--- config.mk ---
export PLATFORM = sky130hd
export DESIGN_NAME = msw_sp_bank
export DESIGN_NICKNAME = d
export VERILOG_FILES = /design/src/rtl/msw_sp_pkg.sv /design/src/rtl/flag_latch_dec.sv /design/src/rtl/status_word.sv /design/src/rtl/sp_bank.sv /design/src/rtl/rbus_tap.sv /design/src/rtl/msw_sp_bank.sv
export SDC_FILE = /design/constraint.sdc
export NUM_CORES = 1
export LEC_CHECK = 0
export BUFFER_PORTS_ARGS = -buffer_cell sky130_fd_sc_hd__buf_2
export CELL_PAD_IN_SITES_DETAIL_PLACEMENT = 1
export CELL_PAD_IN_SITES_GLOBAL_PLACEMENT = 2
export CORE_ASPECT_RATIO = 2
export CORE_UTILIZATION = 31
export CTS_BUF_LIST = sky130_fd_sc_hd__clkbuf_4
export DETAILED_ROUTE_END_ITERATION = 10
export PLACE_DENSITY = 0.86
export SETUP_SLACK_MARGIN = 0.15
export SYNTH_ARGS = -nofsm -noshare
export SYNTH_HDL_FRONTEND = slang
export SYNTH_SLANG_ARGS = --single-unit
--- constraint.sdc ---
create_clock -name clk -period 4.1 [get_ports clk]
set_clock_uncertainty 0.05 [all_clocks]
set_input_delay 0.82 -clock clk [delete_from_list [all_inputs] [get_ports clk]]
set_output_delay 0.82 -clock clk [all_outputs]
set_load 0.02 [all_outputs]
--- src/rtl/msw_sp_pkg.sv ---
// Package msw_sp_pkg
// Shared encodings for the status-word / banked stack pointer block.
// Assumes: a 2-bit latch code and a 2-bit stack operation code.
package msw_sp_pkg;

    // Single-flag latch selection carried in the shared control bits
    typedef enum logic [1:0] {
        LT_IMASK = 2'd0,
        LT_SUP   = 2'd1,
        LT_SPARE = 2'd2,
        LT_NONE  = 2'd3
    } latch_code_e;

    // Stack pointer operation
    typedef enum logic [1:0] {
        SPOP_HOLD  = 2'd0,
        SPOP_WRITE = 2'd1,
        SPOP_INC   = 2'd2,
        SPOP_DEC   = 2'd3
    } sp_op_e;

endpackage

--- src/rtl/flag_latch_dec.sv ---
// Module flag_latch_dec
// Decodes the shared control bits into single-flag latch strobes.
// Assumes: the shared bits mean a latch code only while the bus
// interface is disabled (bif_off = 1); otherwise they belong to the
// bus interface and no strobe is produced.
module flag_latch_dec
    import msw_sp_pkg::*;
(
    input  logic       bif_off,
    input  logic [1:0] code,
    output logic       set_imask,
    output logic       set_sup
);

    latch_code_e code_e;

    // Interpret the raw bits as a latch code
    always_comb code_e = latch_code_e'(code);

    // Produce at most one strobe, only when the interface is off
    always_comb begin
        set_imask = 1'b0;
        set_sup   = 1'b0;
        if (bif_off) begin
            unique case (code_e)
                LT_IMASK: set_imask = 1'b1;
                LT_SUP:   set_sup   = 1'b1;
                LT_SPARE: ;
                LT_NONE:  ;
                default:  ;
            endcase
        end
    end

endmodule

--- src/rtl/status_word.sv ---
// Module status_word
// Holds the status word. A whole-word load wins over a single-flag
// latch. A flag latch copies the flag value into one bit only.
// Assumes: at most one of set_imask / set_sup is high; reset is
// synchronous and active low.
module status_word #(
    parameter int W      = 16,
    parameter int SUP_POS = 5,
    parameter int IM_POS  = 4
) (
    input  logic         clk,
    input  logic         rst_n,
    input  logic         load,
    input  logic [W-1:0] din,
    input  logic         set_imask,
    input  logic         set_sup,
    input  logic         flag_val,
    output logic [W-1:0] msw
);

    localparam logic [W-1:0] RESET_VAL = W'(1) << IM_POS;

    // Status word register with load-over-latch priority
    always_ff @(posedge clk) begin
        if (!rst_n) begin
            msw <= RESET_VAL;
        end else if (load) begin
            msw <= din;
        end else if (set_imask) begin
            msw[IM_POS] <= flag_val;
        end else if (set_sup) begin
            msw[SUP_POS] <= flag_val;
        end
    end

    AST_LOAD_WINS: assert property (@(posedge clk) disable iff (!rst_n)
        load |=> (msw == $past(din)))
        else $error("load did not win");

    AST_IMASK_LATCH: assert property (@(posedge clk) disable iff (!rst_n)
        (!load && set_imask) |=> (msw[IM_POS] == $past(flag_val)))
        else $error("imask latch");

    AST_SUP_LATCH: assert property (@(posedge clk) disable iff (!rst_n)
        (!load && set_sup) |=> (msw[SUP_POS] == $past(flag_val)))
        else $error("sup latch");

    AST_WORD_HOLD: assert property (@(posedge clk) disable iff (!rst_n)
        (!load && !set_imask && !set_sup) |=> $stable(msw))
        else $error("status word changed");

endmodule

--- src/rtl/sp_bank.sv ---
// Module sp_bank
// Two physical stack pointers behind one logical pointer. The mode
// input picks the bank for reads and updates; the other bank holds.
// Assumes: kern_sel reflects the supervisor flag before the edge.
module sp_bank
    import msw_sp_pkg::*;
#(
    parameter int W     = 16,
    parameter int BANKS = 2
) (
    input  logic         clk,
    input  logic         rst_n,
    input  logic         kern_sel,
    input  logic [1:0]   op,
    input  logic [W-1:0] din,
    output logic [W-1:0] sp_q
);

    localparam int KERN = 0;
    localparam int USER = 1;

    logic [W-1:0] bank_q [BANKS];
    logic [W-1:0] next_val;
    sp_op_e       op_e;
    logic         sel_idx;

    // Decode the operation and the active bank
    always_comb begin
        op_e    = sp_op_e'(op);
        sel_idx = kern_sel ? 1'(KERN) : 1'(USER);
        sp_q    = bank_q[sel_idx];
    end

    // Compute the updated value of the active pointer
    always_comb begin
        unique case (op_e)
            SPOP_WRITE: next_val = din;
            SPOP_INC:   next_val = sp_q + W'(1);
            SPOP_DEC:   next_val = sp_q - W'(1);
            default:    next_val = sp_q;
        endcase
    end

    for (genvar b = 0; b < BANKS; b++) begin : g_bank
        // One pointer register, updated only when its bank is active
        always_ff @(posedge clk) begin
            if (!rst_n) begin
                bank_q[b] <= '0;
            end else if (sel_idx == 1'(b)) begin
                bank_q[b] <= next_val;
            end
        end
    end

    AST_USER_HOLD: assert property (@(posedge clk) disable iff (!rst_n)
        kern_sel |=> $stable(bank_q[USER]))
        else $error("user bank touched in kernel mode");

    AST_KERN_HOLD: assert property (@(posedge clk) disable iff (!rst_n)
        !kern_sel |=> $stable(bank_q[KERN]))
        else $error("kernel bank touched in user mode");

    AST_INC_STEP: assert property (@(posedge clk) disable iff (!rst_n)
        (op_e == SPOP_INC) && kern_sel |=> (bank_q[KERN] == $past(bank_q[KERN]) + W'(1)))
        else $error("kernel increment");

endmodule

--- src/rtl/rbus_tap.sv ---
// Module rbus_tap
// Places the status word on the right operand bus for one select code.
// Assumes: the bus outside merges sources by their enables.
module rbus_tap #(
    parameter int W      = 16,
    parameter int SEL_W  = 3,
    parameter int MY_SEL = 1
) (
    input  logic [SEL_W-1:0] rsel,
    input  logic [W-1:0]     msw,
    output logic [W-1:0]     rbus_q,
    output logic             rbus_oe
);

    // Drive the word only when selected, zeros otherwise
    always_comb begin
        rbus_oe = (rsel == SEL_W'(MY_SEL));
        rbus_q  = rbus_oe ? msw : '0;
    end

endmodule

--- src/rtl/msw_sp_bank.sv ---
// Module msw_sp_bank (top)
// Status word with active-low supervisor and interrupt-mask flags,
// single-flag latching via shared control bits, and a stack pointer
// banked invisibly on the supervisor flag.
// Assumes: synchronous active-low reset; the ALU bus carries all
// zeros or all ones during a flag latch (bit 0 is used).
module msw_sp_bank #(
    parameter int W       = 16,
    parameter int SUP_POS = 5,
    parameter int IM_POS  = 4,
    parameter int SEL_W   = 3,
    parameter int MSW_SEL = 1
) (
    input  logic             clk,
    input  logic             rst_n,
    input  logic             bif_off,
    input  logic [1:0]       ctl_mode,
    input  logic [W-1:0]     alu_bus,
    input  logic             msw_load,
    input  logic [W-1:0]     msw_din,
    input  logic [1:0]       sp_op,
    input  logic [W-1:0]     sp_din,
    input  logic [SEL_W-1:0] rsel,
    output logic [W-1:0]     sp_q,
    output logic [W-1:0]     msw_q,
    output logic             sup_n,
    output logic             imask_n,
    output logic [W-1:0]     rbus_q,
    output logic             rbus_oe
);

    logic set_imask;
    logic set_sup;
    logic kern_sel;

    flag_latch_dec u_dec (
        .bif_off   (bif_off),
        .code      (ctl_mode),
        .set_imask (set_imask),
        .set_sup   (set_sup)
    );

    status_word #(.W(W), .SUP_POS(SUP_POS), .IM_POS(IM_POS)) u_msw (
        .clk       (clk),
        .rst_n     (rst_n),
        .load      (msw_load),
        .din       (msw_din),
        .set_imask (set_imask),
        .set_sup   (set_sup),
        .flag_val  (alu_bus[0]),
        .msw       (msw_q)
    );

    // Flag views and bank select taken from the registered word
    always_comb begin
        sup_n    = msw_q[SUP_POS];
        imask_n  = msw_q[IM_POS];
        kern_sel = !msw_q[SUP_POS];
    end

    sp_bank #(.W(W), .BANKS(2)) u_sp (
        .clk      (clk),
        .rst_n    (rst_n),
        .kern_sel (kern_sel),
        .op       (sp_op),
        .din      (sp_din),
        .sp_q     (sp_q)
    );

    rbus_tap #(.W(W), .SEL_W(SEL_W), .MY_SEL(MSW_SEL)) u_tap (
        .rsel    (rsel),
        .msw     (msw_q),
        .rbus_q  (rbus_q),
        .rbus_oe (rbus_oe)
    );

    AST_RBUS_QUIET: assert property (@(posedge clk) disable iff (!rst_n)
        (rsel != SEL_W'(MSW_SEL)) |-> (!rbus_oe && rbus_q == '0))
        else $error("right bus driven while unselected");

    AST_SP_WRITE_OLD_MODE: assert property (@(posedge clk) disable iff (!rst_n)
        (sp_op == 2'd1) |=> ((sup_n == $past(sup_n)) -> (sp_q == $past(sp_din))))
        else $error("write lost");

    AST_RESET_STATE: assert property (@(posedge clk)
        !rst_n |=> (msw_q == (W'(1) << IM_POS) && sp_q == '0))
        else $error("reset state");

endmodule

==> metrics.log, run 1 <==
[metrics] remaining antenna violation count after routing: 0
[metrics] critical path fanouts, max: 15
[metrics] cell family with most CP delay: compound AO/OA/AOI/OAI gates
[metrics] Synthesis Warnings: 0
[metrics] Fmax achieved: 301 MHz
[metrics] min setup slack post-route: 0.777 ns
[metrics] pin count of the biggest net entering global routing: 37
[metrics] Post-route DRC: 0
[metrics] Chip Width: roughly 74 um
[metrics] final-report max-slew violation count: 0
[metrics] placed wire-length estimate: 6570 um
[metrics] post-layout power: approximately 1.2 mW
[metrics] result of the run: complete, no violations
[metrics] std cell rows: 52
[metrics] starting density of the core: 0.318
[metrics] Resized cells post-CTS: 0
[metrics] Post-Synthesis Net Count: ~400
[metrics] MaxCap Viol Count: 0
[metrics] length in cells of the worst reg-to-reg path: 10
[metrics] via count of the first global-routing pass: 2850
[metrics] number of failing hold endpoints at the final stage: 0
[metrics] Tightest Pin Transition: between 0.8 and 0.9 ns
[metrics] Vert. Die Dim: between 100 and 150 um
[metrics] core region area: 10000 um2
[metrics] share of cells above drive strength 1: 0.334
[metrics] number of clock buffers inserted by TritonCTS: 5
[metrics] minimum period implied by the final worst setup slack: 3.32 ns
[metrics] Final period util: 0.810
[metrics] fraction of the core area covered by cells at the end of the flow: 0.384
[metrics] sequential area share after synthesis: 0.402
[metrics] number of flip-flops and latches in the synthesized netlist: 48
[metrics] area growth from synthesis to final layout: 20.8%
[metrics] total number of clock tree sinks: 48
[metrics] kind of start point of the critical path: primary input
[metrics] IO Pins: 110
[metrics] Distinct cells, synth: 47
[metrics] WP depth: 11
[metrics] first-pass GRT wire length: 13400 um
[metrics] Fin Setup TNS: 0 ns
[metrics] worst slack at placement: 0.375 ns
[metrics] overall die area: 10700 um2
[metrics] most common cell after layout, fill and taps aside: sky130_fd_sc_hd__buf_2
[metrics] Critical Path, Cell by Cell: buf_2 > nand2_1 > inv_1 > ha_1 > a21o_1 > nor2_1 > a21oi_2 > a221oi_4 > o211ai_2 > mux2i_1 > o211ai_1
[metrics] number of buffers inserted to repair setup after CTS: 0
[metrics] maximum vdd ir drop: 0.000139 V
[metrics] final wirelength: 8310 um
[metrics] Worst-Skew Late Latency: 0.40 ns
[metrics] number of optimization iterations in the first detailed-route pass: 4
[metrics] Final Setup Violations: 0
[metrics] clk root buf: sky130_fd_sc_hd__clkbuf_4
[metrics] total global-route track usage: 0.164
[metrics] post-synth design cell area: 3180 um2
[metrics] delay contributed by the slowest stage of the critical path: between 0.4 and 0.5 ns
[metrics] Slew HR: 0.419
[metrics] Worst Setup Path Type: in -> reg
[metrics] arrival time at the worst endpoint: 3.39 ns
[metrics] share of Yosys cell area claimed by the top area cell type: 0.302
[metrics] buffers and inverters on the worst path: 2
[metrics] detailed-route wire length per cell: 15.2 um
[metrics] required time at the worst-slack endpoint: 4.16 ns
[metrics] final net count: 483
[metrics] synthesized instance count: 322
[metrics] leakage power: around 1.8 nW
[metrics] setup repair after global routing missed its margin: false
[metrics] class of the tightest hold or removal check: reg -> reg
[metrics] H-Tree Level Count: 2
[metrics] antenna violations before repair: 1
[metrics] average instance area after synthesis: about 9.9 um2
[metrics] PD cells: roughly 320 nW/um2
[metrics] remaining global-route overflow: 0
[metrics] final weighted congestion of routability-driven global placement: 0.758
[metrics] endpoint class of the critical path: register
[metrics] clock buffer depth: 2
[metrics] count of vias placed by the detailed router: 2725
[metrics] cell with the largest stage delay on the worst path: sky130_fd_sc_hd__inv_1
[metrics] fill count: between 1000 and 1500
[metrics] drt initial violations: just over 70
[metrics] clock-pin slew reported for the worst setup and hold paths after clock tree synthesis: roughly 0.13 ns
[metrics] clock tree from TritonCTS: built
[metrics] most area-hungry cell type in the Yosys netlist: sky130_fd_sc_hd__edfxtp_1
[metrics] per-cell via count in the routed design: 4.99
[metrics] Worst Hold Depth: 2
[metrics] hold-fix buffer count after cts: 0
[metrics] cells taking the most area after synthesis: sky130_fd_sc_hd__edfxtp_1 (30%), sky130_fd_sc_hd__dfxtp_1 (10%), sky130_fd_sc_hd__mux2i_1 (9.4%)
[metrics] number of buffer cells added on primary ports: 94
[metrics] commonest non-fill, non-tap cells in the layout: sky130_fd_sc_hd__buf_2 (94), sky130_fd_sc_hd__nor2_1 (48), sky130_fd_sc_hd__edfxtp_1 (32)
-- state kept, by name, summed over array words and instances, names as in the netlist --
name	cells
u_sp.bank_q	32
u_msw.msw	16
-- final cells by class --
type / instances / area (um2) / share of cell area
Clock inverter: 1 / 5.00 / 0.00130
Timing Repair Buffer: 101 / 523 / 0.136
Antenna cell: 1 / 2.50 / 0.000651
Multi-Input combinational cell: 247 / 1790 / 0.466
Sequential cell: 48 / 1280 / 0.333
Inverter: 6 / 22.5 / 0.00586
Clock buffer: 7 / 52.6 / 0.0137
Tap cell: 135 / 169 / 0.0439
-- metrics by stage --
| stage | hold slack, ns | std cells | cell area [um2] |
|---|---|---|---|
| 3_5_place_dp | 0.473 | 537 | 3790 |
| 3_3_place_gp | 0.463 | 537 | 3790 |
| 6_report | 0.490 | 546 | 3850 |
| 4_1_cts | 0.498 | 545 | 3840 |
| 5_1_grt | 0.515 | 546 | 3850 |
| 2_1_floorplan | 0.547 | 322 | 3180 |
-- synth_stat cells, drive strengths merged --
| cell type | count |
|---|---|
| nor3 | 4 |
| mux2 | 19 |
| edfxtp | 32 |
| nand3 | 8 |
| o21ai | 7 |
| nand2b | 1 |
| o221a | 1 |
| nor2 | 48 |
| fa | 1 |
| o22ai | 1 |
| ha | 14 |
| a221oi | 1 |
| a21oi | 21 |
| o31ai | 1 |
| clkbuf | 11 |
| mux2i | 31 |
| xnor2 | 8 |
| a32oi | 1 |
| a31oi | 1 |
| nor4b | 2 |
| nor2b | 15 |
| o211ai | 5 |
| nand2 | 14 |
| o2bb2ai | 2 |
| o41ai | 1 |
| and4 | 1 |
| xor2 | 5 |
| nor3b | 2 |
| nand3b | 1 |
| and2 | 17 |
| o22a | 2 |
| a211oi | 5 |
| o21bai | 1 |
| nand4 | 2 |
| a211o | 1 |
| dfxtp | 16 |
| buf | 10 |
| inv | 6 |
| a21o | 3 |
-- report_power, final --
part | internal, mW | switching [mW]
Combinational | 0.168 | 0.256
Sequential | 0.562 | 0.0147
Clock | 0.0804 | 0.162
-- worst reg2reg max path: stages (launching register included) --
cell and delay (ns):
sky130_fd_sc_hd__dfxtp_1 0.55, sky130_fd_sc_hd__buf_4 0.23, sky130_fd_sc_hd__mux2_2 0.38, sky130_fd_sc_hd__ha_1 0.38
sky130_fd_sc_hd__a21o_1 0.23, sky130_fd_sc_hd__nor2_1 0.20, sky130_fd_sc_hd__a21oi_2 0.13, sky130_fd_sc_hd__a221oi_4 0.37
sky130_fd_sc_hd__o211ai_2 0.21, sky130_fd_sc_hd__mux2i_1 0.18, sky130_fd_sc_hd__o211ai_1 0.11
-- metal layers --
metal / vias up / share of wire / track usage
li1: 1328 / - / -
met1: 1300 / 0.34 / 0.151
met2: 81 / 0.59 / 0.323
met3: 16 / 0.043 / 0.0270
met4: 0 / 0.035 / 0.0817
met5: - / 0 / 0
-- final timing paths --
path	start	endpoint	slack, ns
max	sp_op[1]	u_sp.bank_q[1][15]	0.78
max reg2reg	u_msw.msw[5]	u_sp.bank_q[1][15]	0.81
min reg2reg	u_msw.msw[10]	u_msw.msw[10]	0.49
min	u_msw.msw[10]	u_msw.msw[10]	0.49
-- cells by family (layout without fill, tap and decap cells) --
| family | count (synthesis) | after routing | share of synthesized area |
|---|---|---|---|
| adder cells (fa/ha/maj) | 15 | 15 | 0.0613 |
| flip-flops | 48 | 48 | 0.402 |
| multiplexers | 50 | 50 | 0.166 |
| other | 0 | 1 | 0 |
| buffers and inverters | 27 | 115 | 0.0354 |
| XOR/XNOR | 13 | 13 | 0.0358 |
| AND/OR/NAND/NOR | 115 | 115 | 0.176 |
| AO/OA/AOI/OAI | 54 | 54 | 0.123 |
Note: power is estimated with default switching activity, not from simulation.
==> inputs of run 2 (changes only) <==
- ABC_AREA: not set -> 1
- CORE_UTILIZATION: 31 -> 25
- PLACE_DENSITY: 0.86 -> 0.81
- clock period: 4.1 -> 2.8 ns (I/O delays scaled with it)
==> metrics.log, run 2 <==
[metrics] number of buffer cells added on primary ports: 94 (unchanged)
[metrics] PD cells: 464 nW/um2 (was 323 nW/um2)
[metrics] most instantiated flip-flop cell in the synthesis netlist: sky130_fd_sc_hd__edfxtp_1 (unchanged)
[metrics] average instance area after synthesis: 7.40 um2 (was 9.89 um2)
[metrics] clock-pin slew reported for the worst setup and hold paths after clock tree synthesis: 0.17 ns (was 0.13 ns)
[metrics] kind of start point of the critical path: register (was primary input)
[metrics] arrival time at the worst endpoint: 2.57 ns (was 3.39 ns)
[metrics] minimum period implied by the final worst setup slack: between 2 and 2.5 ns
[metrics] number of clock buffers inserted by TritonCTS: 5 (unchanged)
[metrics] via count of the first global-routing pass: 3509 (was 2850)
[metrics] setup repair after global routing missed its margin: false (unchanged)
[metrics] final wirelength: 10300 um (was 8310 um)
[metrics] std cell rows: 57 (was 52)
[metrics] remaining antenna violation count after routing: 0 (unchanged)
[metrics] Fmax achieved: 407 MHz
[metrics] clk root buf: sky130_fd_sc_hd__clkbuf_4 (unchanged)
[metrics] final net count: 595 (was 483)
[metrics] clock buffer depth: 2 (unchanged)
[metrics] area growth from synthesis to final layout: 23.0% (was 20.8%)
[metrics] Worst Setup Path Type: reg -> reg (was in -> reg)
[metrics] antenna violations before repair: 1 (unchanged)
[metrics] multiplexer share of the synthesized area: 0 (was 0.166)
[metrics] Final Setup Violations: 0 (unchanged)
[metrics] share of Yosys cell area claimed by the top area cell type: 0.306 (was 0.302)
[metrics] critical path endpoint: u_sp.bank_q[0][14] (was u_sp.bank_q[1][15])
[metrics] Vert. Die Dim: 161 um (was 145 um)
[metrics] post-layout power: 1.80 mW (was 1.24 mW)
[metrics] total number of clock tree sinks: 48 (unchanged)
[metrics] per-cell via count in the routed design: 4.75 (was 4.99)
[metrics] length in cells of the worst reg-to-reg path: 12 (was 10)
[metrics] fraction of the core area covered by cells at the end of the flow: 0.317 (was 0.384)
[metrics] final weighted congestion of routability-driven global placement: 0.801 (was 0.758)
[metrics] number of optimization iterations in the first detailed-route pass: 4 (unchanged)
[metrics] Slew HR: 0.401 (was 0.419)
[metrics] H-Tree Level Count: 2 (unchanged)
[metrics] max FFs per register: 32 (unchanged)
[metrics] most numerous cell types in the synthesized netlist: sky130_fd_sc_hd__nand2_1 (110), sky130_fd_sc_hd__inv_1 (59), sky130_fd_sc_hd__a21oi_1 (50) (was sky130_fd_sc_hd__nor2_1 (48), sky130_fd_sc_hd__edfxtp_1 (32), sky130_fd_sc_hd__mux2i_1 (30))
[metrics] IO Pins: 110 (unchanged)
[metrics] simple-gate area share of the yosys netlist: 0.262 (was 0.176)
[metrics] most common cell after layout, fill and taps aside: sky130_fd_sc_hd__nand2_1 (was sky130_fd_sc_hd__buf_2)
[metrics] critical path fanouts, max: 17 (was 15)
[metrics] largest family of logic cells by synthesized area: simple AND/OR/NAND/NOR gates (unchanged)
[metrics] count of vias placed by the detailed router: 3184 (was 2725)
[metrics] remaining global-route overflow: 0 (unchanged)
[metrics] placed cell areas: 3800 um2 (was 3790 um2)
[metrics] number of buffers inserted to repair setup after CTS: 0 (unchanged)
[metrics] largest registers in the final layout: u_sp.bank_q (32), u_msw.msw (16) (unchanged)
[metrics] Synth Area in Adders: 0.0621 (was 0.0613)
[metrics] starting density of the core: 0.258 (was 0.318)
[metrics] placed wire-length estimate: 8320 um (was 6570 um)
[metrics] MaxCap Viol Count: 0 (unchanged)
[metrics] register with the highest flop count: u_sp.bank_q (unchanged)
[metrics] Chip Width: 81.3 um (was 73.7 um)
[metrics] core region area: 12200 um2 (was 10000 um2)
[metrics] clock tree from TritonCTS: built (unchanged)
[metrics] endpoint class of the critical path: register (unchanged)
[metrics] compound-cell area share of the yosys netlist: 0.166 (was 0.123)
[metrics] Final period util: 0.878
[metrics] drt initial violations: 92 (was 72)
[metrics] cells taking the most area after synthesis: sky130_fd_sc_hd__edfxtp_1 (31%), sky130_fd_sc_hd__nand2_1 (13%), sky130_fd_sc_hd__dfxtp_1 (10%) (was sky130_fd_sc_hd__edfxtp_1 (30%), sky130_fd_sc_hd__dfxtp_1 (10%), sky130_fd_sc_hd__mux2i_1 (9.4%))
[metrics] Distinct cells, synth: 32 (was 47)
[metrics] final-report max-slew violation count: 0 (unchanged)
[metrics] pin count of the biggest net entering global routing: 22 (was 37)
[metrics] leading cell type by number of instances after synthesis: sky130_fd_sc_hd__nand2_1 (was sky130_fd_sc_hd__nor2_1)
[metrics] Design Area, Final: 3870 um2 (was 3850 um2)
[metrics] Post-Synthesis Net Count: 499 (was 396)
[metrics] share of cells above drive strength 1: 0.249 (was 0.334)
[metrics] Worst-Skew Late Latency: 0.39 ns (was 0.40 ns)
[metrics] synthesized-area fraction occupied by xor and xnor cells: 0.00279 (was 0.0358)
[metrics] Post-route DRC: 0 (unchanged)
[metrics] number of failing hold endpoints at the final stage: 0 (unchanged)
[metrics] register-to-register setup slack: 0.34 ns (was 0.81 ns)
[metrics] synthesized instance count: 425 (was 322)
[metrics] required time at the worst-slack endpoint: 2.91 ns (was 4.16 ns)
[metrics] min setup slack post-route: 0.341 ns (was 0.777 ns)
[metrics] hold-fix buffer count after cts: 0 (unchanged)
[metrics] Tightest Pin Transition: 0.895 ns (was 0.870 ns)
[metrics] overall die area: 13100 um2 (was 10700 um2)
[metrics] sequential area share after synthesis: 0.407 (was 0.402)
[metrics] first element of the critical path: u_msw.msw[5] (was sp_op[1])
[metrics] class of the tightest hold or removal check: in -> reg (was reg -> reg)
[metrics] most area-hungry cell type in the Yosys netlist: sky130_fd_sc_hd__edfxtp_1 (unchanged)
[metrics] first-pass GRT wire length: 16700 um (was 13400 um)
[metrics] Synthesis Warnings: 0 (unchanged)
[metrics] detailed-route wire length per cell: 15.4 um (was 15.2 um)
[metrics] number of enable flip-flop cells after synthesis: 32 (unchanged)
[metrics] result of the run: complete, no violations (unchanged)
[metrics] startpoint of the worst-slack reg-to-reg timing path: u_msw.msw[5] (unchanged)
[metrics] worst slack at placement: -0.0713 ns (was 0.375 ns)
[metrics] endpoint of the worst register-to-register path: u_sp.bank_q[0][14] (was u_sp.bank_q[1][15])
[metrics] post-synthesis async set-or-reset flop share: 0 (unchanged)
[metrics] multi-input gate area in the final layout: 1550 um2 (was 1790 um2)
[metrics] post-synth design cell area: 3140 um2 (was 3180 um2)
[metrics] commonest non-fill, non-tap cells in the layout: sky130_fd_sc_hd__nand2_1 (110), sky130_fd_sc_hd__buf_2 (94), sky130_fd_sc_hd__inv_1 (59) (was sky130_fd_sc_hd__buf_2 (94), sky130_fd_sc_hd__nor2_1 (48), sky130_fd_sc_hd__edfxtp_1 (32))
[metrics] maximum vdd ir drop: 0.000204 V (was 0.000139 V)
[metrics] sequential cell area: 1280 um2 (unchanged)
[metrics] total global-route track usage: 0.170 (was 0.164)
[metrics] leakage power: 2.07 nW (was 1.77 nW)
[metrics] number of flip-flops and latches in the synthesized netlist: 48 (unchanged)
[metrics] fill count: 1560 (was 1247)
run 2: changes by cell type in the layout (fill, tap and decap cells not counted), sizes merged, moves of 16 or more:
cell,change
nand2,+106
o21ai,+16
mux2i,-31
and2,-16
mux2,-19
inv,+57
a21oi,+29
run 2: area by class of cell:
cell class              instances  area share
well taps                     147      0.0476
repair buffers                104       0.144
multi-input cells             301       0.401
clock inverters                 3     0.00518
inverters                      61      0.0599
clock buffers                   5     0.00971
diodes                          1    0.000647
flip-flops and latches         48       0.331
run 2: cells by family (layout without fill, tap and decap cells):
| kind of cell | after synthesis | after routing |
|---|---|---|
| AOI/OAI and AO/OA | 94 | 94 |
| xor gates and xnor gates | 1 | 1 |
| adders and majority gates | 15 | 15 |
| buffers and inverters | 76 | 173 |
| DFF | 48 | 48 |
| other | 0 | 1 |
| and+or+nand+nor | 191 | 191 |
run 2: worst min-delay path by stage:
stage                    endpoint     startpoint  cells after the start
global placement     u_msw.msw[7]   u_msw.msw[7]                      2
floorplan            u_msw.msw[7]   u_msw.msw[7]                      2
detailed placement  u_msw.msw[13]  u_msw.msw[13]                      2
CTS                  u_msw.msw[4]     msw_din[4]                      3
finish               u_msw.msw[4]     msw_din[4]                      3
global route         u_msw.msw[4]     msw_din[4]                      3
run 2: routing by layer:
layer / vias up / track usage / wire, um
met5: - / 0 / 0
met4: 0 / 0.0706 / 314
met3: 16 / 0.0261 / 436
met2: 94 / 0.342 / 6010
met1: 1482 / 0.156 / 3590
li1: 1592 / - / -
run 2: per-stage QoR:
step                      setup TNS (ns)  std cells  hold WS (ns)
final                                  0        670         0.360
after global routing                   0        670         0.337
after CTS                              0        669         0.347
after detailed placement          -0.325        661         0.416
after global placement                 0        661         0.401
after floorplan                        0        425         0.492
run 2: worst max-delay path: stages, from the launching register on:
cell and delay, ns:
sky130_fd_sc_hd__dfxtp_1 0.45, sky130_fd_sc_hd__inv_4 0.15, sky130_fd_sc_hd__nand2_1 0.09, sky130_fd_sc_hd__nand2_1 0.13, sky130_fd_sc_hd__fa_1 0.47, sky130_fd_sc_hd__nand3_1 0.09, sky130_fd_sc_hd__nand2_1 0.14, sky130_fd_sc_hd__nand2_1 0.09
sky130_fd_sc_hd__nand2_1 0.15, sky130_fd_sc_hd__nand2_1 0.14, sky130_fd_sc_hd__nand3_1 0.08, sky130_fd_sc_hd__nand3_1 0.14, sky130_fd_sc_hd__a21oi_1 0.08
run 2: where the power goes:
| part | switching, mW | internal (mW) |
|---|---|---|
| logic | 0.391 | 0.193 |
| registers | 0.0227 | 0.821 |
| clock network | 0.267 | 0.101 |
run 2: what timing repair did:
action	4_1_cts	5_1_grt
setup endpoints to repair	0	10
hold endpoints to repair	0	0
resized for setup	0	2
==> inputs of run 3 (changes only) <==
- CORE_MARGIN: not set -> 2
- CTS_CLUSTER_DIAMETER: not set -> 150
- GPL_TIMING_DRIVEN: not set -> 0
==> metrics.log, run 3 (synthesis results as in run 2) <==
[metrics] leakage power: 2.07 nW (about the same)
[metrics] number of failing hold endpoints at the final stage: 0 (unchanged)
[metrics] clock-pin slew reported for the worst setup and hold paths after clock tree synthesis: 0.16 ns (was 0.17 ns)
[metrics] multi-input gate area in the final layout: 1630 um2 (was 1550 um2)
[metrics] fraction of the core area covered by cells at the end of the flow: 0.323 (was 0.317)
[metrics] most common cell after layout, fill and taps aside: sky130_fd_sc_hd__nand2_1 (unchanged)
[metrics] cell with the largest stage delay on the worst path: sky130_fd_sc_hd__ha_1 (was sky130_fd_sc_hd__fa_1)
[metrics] overall die area: 13500 um2 (was 13100 um2)
[metrics] hold-fix buffer count after cts: 0 (unchanged)
[metrics] Fin Setup TNS: 0 ns (unchanged)
[metrics] cell occurring most often along the worst timing path: sky130_fd_sc_hd__nand2_1 (unchanged)
[metrics] core region area: 12400 um2 (was 12200 um2)
[metrics] count of vias placed by the detailed router: 3165 (was 3184)
[metrics] Worst Hold Depth: 3 (unchanged)
[metrics] final net count: 601 (was 595)
[metrics] std cell rows: 58 (was 57)
[metrics] starting density of the core: 0.253 (was 0.258)
[metrics] critical path fanouts, max: 15 (was 17)
[metrics] register with the highest flop count: u_sp.bank_q (unchanged)
[metrics] delay contributed by the slowest stage of the critical path: 0.37 ns (was 0.47 ns)
[metrics] Chip Width: 83.3 um (was 81.3 um)
[metrics] Critical Path, Cell by Cell: buf_2 > buf_4 > nand2_2 > clkinvlp_4 > buf_12 > ha_1 > nand2_1 > nor2_1 > nand2_1 > nand3b_2 > nand2_1 > nand2_1 > nand2_1 > nand3_1 > nand2_1 > inv_2 > nor2_1 (was inv_4 > nand2_1 > nand2_1 > fa_1 > nand3_1 > nand2_1 > nand2_1 > nand2_1 > nand2_1 > nand3_1 > nand3_1 > a21oi_1)
[metrics] number of optimization iterations in the first detailed-route pass: 4 (unchanged)
[metrics] Vert. Die Dim: 163 um (was 161 um)
[metrics] endpoint of the worst register-to-register path: u_sp.bank_q[1][9] (was u_sp.bank_q[0][14])
[metrics] drt initial violations: 111 (was 92)
[metrics] Final period util: 0.881 (was 0.878)
[metrics] Fmax achieved: 406 MHz (was 407 MHz)
[metrics] first-pass GRT wire length: 16200 um (was 16700 um)
[metrics] detailed-route wire length per cell: 15.0 um (was 15.4 um)
[metrics] first element of the critical path: sp_op[1] (was u_msw.msw[5])
[metrics] sequential cell area: 1280 um2 (about the same)
[metrics] maximum vdd ir drop: 0.000179 V (was 0.000204 V)
[metrics] final-report max-slew violation count: 0 (unchanged)
[metrics] largest registers in the final layout: u_sp.bank_q (32), u_msw.msw (16) (unchanged)
[metrics] result of the run: complete, no violations (unchanged)
[metrics] critical path endpoint: u_sp.bank_q[1][9] (was u_sp.bank_q[0][14])
[metrics] worst slack at placement: -0.412 ns (was -0.0713 ns)
[metrics] buffers and inverters on the worst path: 5 (was 1)
[metrics] H-Tree Level Count: 2 (unchanged)
[metrics] antenna violations before repair: 0 (was 1)
[metrics] minimum period implied by the final worst setup slack: 2.47 ns (was 2.46 ns)
[metrics] final wirelength: 10200 um (was 10300 um)
[metrics] via count of the first global-routing pass: 3231 (was 3509)
[metrics] post-layout power: 1.89 mW (was 1.80 mW)
[metrics] required time at the worst-slack endpoint: 2.86 ns (was 2.91 ns)
[metrics] number of buffer cells added on primary ports: 94 (unchanged)
[metrics] Worst-Skew Late Latency: 0.39 ns (about the same)
[metrics] total number of clock tree sinks: 48 (unchanged)
[metrics] pin count of the biggest net entering global routing: 26 (was 22)
[metrics] area growth from synthesis to final layout: 27.3% (was 23.0%)
[metrics] clock buffer depth: 2 (unchanged)
[metrics] clock tree from TritonCTS: built (unchanged)
[metrics] share of cells above drive strength 1: 0.282 (was 0.249)
[metrics] class of the tightest hold or removal check: in -> reg (unchanged)
[metrics] endpoint class of the critical path: register (unchanged)
[metrics] commonest non-fill, non-tap cells in the layout: sky130_fd_sc_hd__nand2_1 (105), sky130_fd_sc_hd__buf_2 (98), sky130_fd_sc_hd__inv_1 (58) (was sky130_fd_sc_hd__nand2_1 (110), sky130_fd_sc_hd__buf_2 (94), sky130_fd_sc_hd__inv_1 (59))
[metrics] PD cells: 473 nW/um2 (was 464 nW/um2)
[metrics] final weighted congestion of routability-driven global placement: 0.761 (was 0.801)
[metrics] Final Setup Violations: 0 (unchanged)
[metrics] max FFs per register: 32 (unchanged)
[metrics] number of clock buffers inserted by TritonCTS: 5 (unchanged)
[metrics] MaxCap Viol Count: 0 (unchanged)
[metrics] remaining antenna violation count after routing: 0 (unchanged)
[metrics] cell family with most CP delay: simple AND/OR/NAND/NOR gates (unchanged)
[metrics] arrival time at the worst endpoint: 2.53 ns (was 2.57 ns)
[metrics] remaining global-route overflow: 0 (unchanged)
[metrics] Tightest Pin Transition: 0.582 ns (was 0.895 ns)
[metrics] Slew HR: 0.611 (was 0.401)
[metrics] fill count: 1597 (was 1560)
[metrics] length in cells of the worst reg-to-reg path: 15 (was 12)
[metrics] min setup slack post-route: 0.334 ns (was 0.341 ns)
[metrics] per-cell via count in the routed design: 4.66 (was 4.75)
[metrics] WP depth: 17 (was 12)
[metrics] placed wire-length estimate: 8000 um (was 8320 um)
[metrics] IO Pins: 110 (unchanged)
[metrics] clk root buf: sky130_fd_sc_hd__clkbuf_4 (unchanged)
[metrics] register-to-register setup slack: 0.35 ns (was 0.34 ns)
[metrics] total global-route track usage: 0.151 (was 0.170)
[metrics] startpoint of the worst-slack reg-to-reg timing path: u_msw.msw[5] (unchanged)
[metrics] Worst Setup Path Type: in -> reg (was reg -> reg)
[metrics] kind of start point of the critical path: primary input (was register)
[metrics] Post-route DRC: 0 (unchanged)
[metrics] setup repair after global routing missed its margin: false (unchanged)
## run 3: cell types whose count changed in the layout (fill, tap and decap cells not counted), moves of 2 or more
cell / before / now
sky130_fd_sc_hd__a21oi_2: 0 / 5
sky130_fd_sc_hd__ha_4: 0 / 3
sky130_fd_sc_hd__clkinv_4: 0 / 2
sky130_fd_sc_hd__buf_2: 94 / 98
sky130_fd_sc_hd__ha_1: 14 / 10
sky130_fd_sc_hd__buf_4: 9 / 5
sky130_fd_sc_hd__nand2_1: 110 / 105
sky130_fd_sc_hd__o21ai_0: 23 / 20
sky130_fd_sc_hd__clkbuf_1: 0 / 5
sky130_fd_sc_hd__nand2_2: 8 / 13
sky130_fd_sc_hd__a21oi_1: 50 / 45
sky130_fd_sc_hd__o21ai_1: 0 / 3
## run 3: worst min path at each step
stage / startpoint / to / slack, ns
2_1_floorplan: u_msw.msw[7] / u_msw.msw[7] / 0.49
3_5_place_dp: u_msw.msw[8] / u_msw.msw[8] / 0.41
6_report: msw_din[5] / u_msw.msw[5] / 0.38
3_3_place_gp: u_msw.msw[8] / u_msw.msw[8] / 0.41
4_1_cts: msw_din[5] / u_msw.msw[5] / 0.36
5_1_grt: msw_din[5] / u_msw.msw[5] / 0.36
## run 3: through the flow
step / hold WS (ns) / instance area [um2] / std cells
2_1_floorplan: 0.492 / 3140 / 425
3_3_place_gp: 0.409 / 3800 / 669
3_5_place_dp: 0.414 / 3800 / 669
4_1_cts: 0.361 / 3910 / 678
5_1_grt: 0.360 / 4000 / 678
6_report: 0.377 / 4000 / 679
## run 3: cell type report
| type | count | area share |
|---|---|---|
| Antenna cell | 1 | 0.000625 |
| Clock inverter | 3 | 0.0119 |
| Buffer | 15 | 0.0219 |
| Sequential cell | 48 | 0.321 |
| Clock buffer | 5 | 0.00938 |
| Multi-Input combinational cell | 301 | 0.407 |
| Timing Repair Buffer | 95 | 0.122 |
| Inverter | 61 | 0.0588 |
| Tap cell | 150 | 0.0469 |
## run 3: worst min-delay path: cells and delay by family
kind / cells / cell delay [ns]
buffers and inverters: 1 / 0.10
AO/OA/AOI/OAI: 1 / 0.07
AND/OR/NAND/NOR: 1 / 0.06
## run 3: power breakdown
part | total [mW] | leakage [nW] | switching [mW] | internal, mW
Combinational | 0.613 | 1.54 | 0.404 | 0.210
Sequential | 0.841 | 0.489 | 0.0207 | 0.820
Clock | 0.440 | 0.0454 | 0.249 | 0.191
## run 3: timing repair
action / 4_1_cts / 5_1_grt
gates cloned: 0 / 0
setup buffers: 1 / 0
gates resized for setup: 2 / 26
pin swaps: 0 / 1
endpoints found under the hold margin: 0 / 0
setup endpoints to repair: 20 / 22
## run 3: layer usage
layer	global-route usage	routed length, um	vias to the layer above
li1	-	-	1608
met1	0.183	4390	1489
met2	0.272	5320	57
met3	0.0203	277	11
met4	0.0492	199	0
met5	0	0	-
